## src/rtl/gpr_pkg.sv

```systemverilog
package gpr_pkg;
  localparam int unsigned GPR_DEPTH = 32;
  localparam int unsigned GPR_IDX_W = $clog2(GPR_DEPTH);

  typedef enum logic [1:0] {
    SRC_ARRAY  = 2'd0,
    SRC_BYPASS = 2'd1,
    SRC_ZERO   = 2'd2
  } rd_src_e;
endpackage

```

## src/rtl/gpr_store.sv

```systemverilog
module gpr_store #(
  parameter int unsigned DEPTH   = 32,
  parameter int unsigned DATA_W  = 32,
  parameter int unsigned IDX_W   = 5,
  parameter bit          ZERO_R0 = 1'b1
) (
  input  logic                          clk,
  input  logic                          rst_n,
  input  logic                          wr_en,
  input  logic [IDX_W-1:0]              wr_idx,
  input  logic [DATA_W-1:0]             wr_data,
  output logic [DEPTH-1:0][DATA_W-1:0]  entries
);

  for (genvar g = 0; g < DEPTH; g++) begin : g_entry
    if (ZERO_R0 && g == 0) begin : g_const
      assign entries[g] = '0;
    end else begin : g_reg
      logic              hit;
      logic [DATA_W-1:0] cur_q;
      logic [DATA_W-1:0] nxt_d;

      always_comb begin
        hit   = wr_en && (wr_idx == IDX_W'(g));
        nxt_d = hit ? wr_data : cur_q;
      end

      always_ff @(posedge clk or negedge rst_n) begin
        if (!rst_n) begin
          cur_q <= '0;
        end else if (hit) begin
          cur_q <= nxt_d;
        end
      end

      assign entries[g] = cur_q;
    end
  end

endmodule

```

## src/rtl/gpr_rdport.sv

```systemverilog
module gpr_rdport
  import gpr_pkg::*;
#(
  parameter int unsigned DEPTH   = 32,
  parameter int unsigned DATA_W  = 32,
  parameter int unsigned IDX_W   = 5,
  parameter bit          ZERO_R0 = 1'b1
) (
  input  logic [DEPTH-1:0][DATA_W-1:0] entries,
  input  logic                         wr_en,
  input  logic [IDX_W-1:0]             wr_idx,
  input  logic [DATA_W-1:0]            wr_data,
  input  logic [IDX_W-1:0]             rd_idx,
  output logic [DATA_W-1:0]            rd_data
);

  rd_src_e src;

  always_comb begin
    if (ZERO_R0 && (rd_idx == '0)) begin
      src = SRC_ZERO;
    end else if (wr_en && (wr_idx == rd_idx)) begin
      src = SRC_BYPASS;
    end else begin
      src = SRC_ARRAY;
    end
  end

  always_comb begin
    case (src)
      SRC_ZERO:   rd_data = '0;
      SRC_BYPASS: rd_data = wr_data;
      default:    rd_data = entries[rd_idx];
    endcase
  end

endmodule

```

## src/rtl/gpr_bypass_file.sv

```systemverilog
module gpr_bypass_file #(
  parameter int unsigned DATA_W  = 32,
  parameter bit          ZERO_R0 = 1'b1
) (
  input  logic              clk,
  input  logic              rst_n,
  input  logic              wr_en,
  input  logic [4:0]        wr_idx,
  input  logic [DATA_W-1:0] wr_data,
  input  logic [4:0]        rd_a_idx,
  output logic [DATA_W-1:0] rd_a_data,
  input  logic [4:0]        rd_b_idx,
  output logic [DATA_W-1:0] rd_b_data
);

  localparam int unsigned DEPTH   = gpr_pkg::GPR_DEPTH;
  localparam int unsigned IDX_W   = gpr_pkg::GPR_IDX_W;
  localparam int unsigned N_PORTS = 2;

  logic [DEPTH-1:0][DATA_W-1:0] entries;
  logic [N_PORTS-1:0][IDX_W-1:0]  port_idx;
  logic [N_PORTS-1:0][DATA_W-1:0] port_data;

  assign port_idx[0] = rd_a_idx;
  assign port_idx[1] = rd_b_idx;
  assign rd_a_data   = port_data[0];
  assign rd_b_data   = port_data[1];

  gpr_store #(
    .DEPTH  (DEPTH),
    .DATA_W (DATA_W),
    .IDX_W  (IDX_W),
    .ZERO_R0(ZERO_R0)
  ) u_store (
    .clk    (clk),
    .rst_n  (rst_n),
    .wr_en  (wr_en),
    .wr_idx (wr_idx),
    .wr_data(wr_data),
    .entries(entries)
  );

  for (genvar p = 0; p < N_PORTS; p++) begin : g_port
    gpr_rdport #(
      .DEPTH  (DEPTH),
      .DATA_W (DATA_W),
      .IDX_W  (IDX_W),
      .ZERO_R0(ZERO_R0)
    ) u_rd (
      .entries(entries),
      .wr_en  (wr_en),
      .wr_idx (wr_idx),
      .wr_data(wr_data),
      .rd_idx (port_idx[p]),
      .rd_data(port_data[p])
    );
  end

endmodule

```

## config.mk

```make
export PLATFORM = sky130hd
export DESIGN_NAME = gpr_bypass_file
export DESIGN_NICKNAME = d
export VERILOG_FILES = /design/src/rtl/gpr_pkg.sv /design/src/rtl/gpr_store.sv /design/src/rtl/gpr_rdport.sv /design/src/rtl/gpr_bypass_file.sv
export SDC_FILE = /design/constraint.sdc
export NUM_CORES = 2
export LEC_CHECK = 0
export CELL_PAD_IN_SITES_DETAIL_PLACEMENT = 1
export CELL_PAD_IN_SITES_GLOBAL_PLACEMENT = 1
export CORE_ASPECT_RATIO = 2
export CORE_MARGIN = 1
export CORE_UTILIZATION = 59
export DETAILED_ROUTE_END_ITERATION = 8
export DONT_BUFFER_PORTS = 1
export GPL_TIMING_DRIVEN = 0
export HOLD_SLACK_MARGIN = 0.1
export PLACE_DENSITY_LB_ADDON = 0.1
export SLEW_MARGIN = 20
export SYNTH_ARGS = -nofsm -noshare
export SYNTH_HDL_FRONTEND = slang
export SYNTH_HIERARCHICAL = 1
export SYNTH_SLANG_ARGS = --single-unit
```

## constraint.sdc

```tcl
create_clock -name clk -period 5 [get_ports clk]
set_clock_uncertainty 0.1 [all_clocks]
set_input_delay 0.25 -clock clk [delete_from_list [all_inputs] [get_ports clk]]
set_output_delay 0.25 -clock clk [all_outputs]
set_load 0.05 [all_outputs]
```

# Yosys cells after proc, flatten, opt, wreduce, memory -nomap -nowiden
# Index checks and enable logic that the tools add are counted.
# totals
output_inout_bits	64
reg_bits	992
word_cells	115
in_bits	50
# classes
eq_ne	37
magnitude_cmp	2
n_mux	10
reduce_logical	35
# ops
operator	count
binary-select mux 32 bit (select 5 bit)	2
case mux 32 bit (2 select lines)	2
equality test 5 bit, second input constant	16
two-way mux 32 bit	2
equality test 5 x 4 -> 1 bit, second input constant	8
logical AND 1 bit	33
equality test 5 x 3 -> 1 bit, second input constant	4
less-than comparator 5 x 6 -> 1 bit, second input constant	2
equality test 5 x 2 -> 1 bit, second input constant	2
equality test 5 bit	2
logical NOT 5 bit	2
equality test 5 x 1 -> 1 bit, second input constant	1
equality test 2 x 1 -> 1 bit, second input constant	2
equality test 2 bit, second input constant	2
two-way mux 2 bit	2
two-way mux 1 bit	2

# Depth between registers and ports, before layout
# depth
depth_word	6
mapped_depth	10
depth_no_buf	6

# By module
# Netlist, hierarchy kept.
# by_module_without_submodules
mod	area_per_inst_um2	seq_area_each_um2	instances	cells_each
gpr_store	37334.6	24823.8	1	2256
gpr_rdport	8664.6	0.0	2	683

# Worst setup path after synthesis
# Ideal clock, no wire load.
# synth_path
path_kind	input port to output port
start	in rd_a_idx[0]
end	out rd_a_data[12]
t_required_ns	4.650
stages	10
n_path_buf	6
arrival_ns	2.559
path_slack_ns	2.091
path_cell_list	buf_6 -> buf_6 -> buf_8 -> buf_4 -> buf_4 -> buf_4 -> mux2i_1 -> o21ai_0 -> a21oi_1 -> o21ai_0
# synth_via
elab_chain_cells	6
# synth_lines
item	line	source
start, declared	gpr_bypass_file.sv:10	input logic [4:0] rd_a_idx,
equality test 5 bit	gpr_rdport.sv:22	end else if (wr_en && (wr_idx == rd_idx)) begin
logical AND 1 bit	gpr_rdport.sv:22	
two-way mux 1 bit	gpr_rdport.sv:22	
two-way mux 2 bit	gpr_rdport.sv:20	if (ZERO_R0 && (rd_idx == '0)) begin
equality test 2 x 1 -> 1 bit or equality test 2 bit (tied branches)	gpr_rdport.sv:30	case (src)
case mux 32 bit (2 select lines) *	gpr_rdport.sv:30	
end, declared	gpr_bypass_file.sv:11	output logic [DATA_W-1:0] rd_a_data,
# Mark *: on every way between the ends. The rest lies on a longest branch, timed or not. The select of a mux whose other input is x is not followed.

# Worst setup path in the final report
# layout_path
start	in rd_a_idx[2]
end	out rd_a_data[1]
# The elaborated chain is that of the path after synthesis.

==> summary.txt <==
Setup path
  • Crit path to: rd_a_data[1]
  • R2r setup slk: 3.52 ns
  • Worst setup path start: rd_a_idx[2]
  • Critical Path Fanout Max: 11
  • Worst Path Required: 4.65 ns
  • Launch point of the worst reg-to-reg path: u_store/g_entry[31].g_reg.cur_q[25]
  • Crit Path Class: input pin to output pin
  • Reg2Reg Capture Point: u_store/g_entry[31].g_reg.cur_q[25]
  • Element type at the critical path start: input pin
  • Cell count of the worst reg-to-reg path: 2
  • CP Capture Type: output pin
  • Worst EP arrival: 4.17 ns

Pwr
  • P_int: 17.2 mW
  • Pwr/cell area: 419 nW/um2
  • Total power: 25.3 mW
  • Net Switching: 8.11 mW
  • Leakage power: 26.3 nW
  • Switching share of power: 32.1%
  • IR drop worst, VDD: 0.395 mV
  • Clk pwr share: 31.3%
  • Comb pwr share: 25.3%
  • Seq pwr share: 43.4%

Clock tree
  • Clock buffer depth: 3
  • TritonCTS buffer count: 91
  • Post-cts repair resize count: 0
  • CTS Root Cell: clkbuf_16
  • CTS clock-pin slew for the worst setup and hold paths: 0.06 ns
  • Clock Latency Late Sink: 0.76 ns
  • Clock sink count: 992
  • CTS tree: done
  • H-tree levels: 3

Layout
  • Layout Utilization: 65.8%
  • Top Registers: u_store/g_entry.g_reg.cur_q: 992 flops
  • Max reg flops: 992
  • Commonest non-fill, non-tap cells in the layout: 1035 x mux2_2, 992 x dfrtp_1, 508 x mux4_2, 160 x buf_2, 154 x clkbuf_1
  • Commonest non-fill, non-tap cell in the layout: mux2_2
  • Largest reg by FF count: u_store/g_entry.g_reg.cur_q
  • Area Growth Syn to Fin: 10.4%
  • Post-route insts no fill: 5096
  • Layout cell share with drive strength beyond 1: 51.4%
  • Fill cells: 8176
  • Final Cell Area: 60400 um2
  • Total Nets Final: 3853

Job
  • Max-Cap Viols: 0

Placement
  • DP HPWL: 174 mm
  • Place WS: 0.926 ns
  • Port bufs: 0
  • Placed insts: 4845
  • Final GP Congestion: 1.04
  • Placed Area: 56300 um2

Detailed routing
  • Routed len/inst: 50.4 um
  • Via count: 41200
  • DR pass1 iterations: 8
  • Residual DRC count: 0
  • Post-detailed-route count of antenna-violating nets: 0
  • Number of DRC markers in iteration 0: 5382
  • Vias per Instance: 8.09
  • Post-Route WL: 257 mm

STA
  • Max_slew headroom: 12.9%
  • Worst setup margin: 0.484 ns
  • RSZ-0062 raised after global routing: false
  • Setup_tns: 0 ns
  • Pins Over Slew Limit: 0
  • Final setup vio count: 0
  • Minimum clock period: 4.52 ns
  • FMAX: 221 MHz
  • Slew @ Worst Pin: 1.29 ns
  • Fin Hold WS: 0.108 ns
  • Final Cycle Share: 90.3%
  • Hold Vio Cnt, Final: 0

Synth
  • Cells after Synth: 3622
  • Yosys top cell by area: dfrtp_1
  • Synth Cell Area: 54700 um2
  • Yosys top cell area share: 45.4%
  • Async set-reset flop share out of synthesis: 100%
  • Flop and latch count out of synthesis: 992
  • Count of cell types in the netlist: 41
  • Top cells by area, synth: dfrtp_1 45%, mux2_2 21%, mux4_2 21%
  • Seq/Total Area, Yosys: 45.4%
  • Post-synth EDFFs: 0
  • Top_reg_cell synth: dfrtp_1
  • Synth Area per Inst: 15.1 um2
  • Ys Warns: 6

Status
  • Status: completed

Global routing
  • Global-route wire length before repair: 372 mm
  • Largest net degree at the start of global routing: 993
  • Vias in the first global route: 45400
  • Initial antenna violation count: 17
  • M3 GR Usage: 29.4%
  • Total Routing Usage GR: 58.2%
  • Grt peak-use layer: met2
  • GR Layer Usage met2: 84.8%
  • Met1 Use GR: 57.2%
  • Overflow after GRT: 0

Floorplanning
  • Initial core utilization: 59.6%
  • Die Area: 93900 um2
  • Die Y: 432 um
  • Core area: 91700 um2
  • Die width: 217 um
  • I/O pin count: 114
  • Rows: 157

Hold path
  • HP Class: input pin to register
==> kinds of logic (layout without fill, tap and decap cells) <==
group	count (synthesis)	in the layout	synth area share, %
muxes	1654	1654	44.3
DFF	992	992	45.4
buffers and inverters	416	645	4.05
AOI/OAI and AO/OA	328	328	3.90
and+or+nand+nor	221	221	2.17
xor gates and xnor gates	10	10	0.160
other	1	54	0.00686
==> layer usage <==
| metal | routed length (um) | share of wire (%) | vias to the layer above |
|---|---|---|---|
| met2 | 116000 | 45 | 3733 |
| li1 | - | - | 14400 |
| met3 | 30200 | 12 | 1806 |
| met5 | 152 | 0.059 | - |
| met4 | 37300 | 15 | 6 |
| met1 | 73300 | 29 | 21300 |
==> worst max-delay path, stage by stage <==
cell	delay [ns]
buf_4	0.20
buf_2	0.42
clkbuf_1	0.54
nand2_1	0.47
o22ai_1	0.13
o21ai_1	0.81
o21ai_0	0.26
a211oi_1	0.64
a21o_1	0.43
==> area by class of cell <==
type | count | area, um2 | share of cell area (%)
plain buffers | 416 | 2220 | 3.69
well taps | 1192 | 1490 | 2.47
flip-flops and latches | 992 | 24800 | 41.1
repair buffers | 57 | 706 | 1.17
multi-input cells | 2245 | 27800 | 46.0
clock buffers | 124 | 2620 | 4.35
diodes | 22 | 55.1 | 0.0912
clock inverters | 48 | 679 | 1.13
==> cells in the mapped netlist (all sizes together) (4+ instances only) <==
library cell / count
a2111oi: 4
a211o: 22
a211oi: 44
a21o: 38
a21oi: 28
a221o: 4
a22o: 4
buf: 266
clkbuf: 150
dfrtp: 992
mux2: 1044
mux2i: 102
mux4: 508
nand2: 56
nand2b: 14
nand3: 6
nor2: 37
nor2b: 32
nor3: 29
nor4: 18
nor4b: 15
o211ai: 6
o21ai: 80
o22ai: 84
o31ai: 14
xor2: 8
==> worst min path at each step <==
stage                      from                             endpoint  slack, ns  cells after the start
global route        wr_data[30]  u_store/g_entry[11].g_reg.cur_q[30]       0.11                      2
finish              wr_data[24]   u_store/g_entry[8].g_reg.cur_q[24]       0.11                      2
floorplan                 rst_n   u_store/g_entry[10].g_reg.cur_q[0]      -0.15                      0
global placement          rst_n    u_store/g_entry[4].g_reg.cur_q[7]      -0.13                      0
detailed placement        rst_n    u_store/g_entry[7].g_reg.cur_q[7]      -0.12                      0
CTS                       rst_n    u_store/g_entry[4].g_reg.cur_q[7]      -0.88                      0
==> power groups by stage <==
stage / Combinational (mW) / Clock (mW) / Sequential [mW]
after floorplan: 4.20 / 0 / 10.4
after global placement: 5.51 / 0 / 10.7
after detailed placement: 5.76 / 0 / 11.0
after CTS: 5.88 / 7.89 / 10.9
after global routing: 6.49 / 8.17 / 11.1
final: 6.38 / 7.91 / 11.0
==> what timing repair did <==
item                       CTS  global route
hold endpoints to repair  1352           389
hold buffers                44             5
setup buffers                0             0
Note: power is estimated with default switching activity, not from simulation.
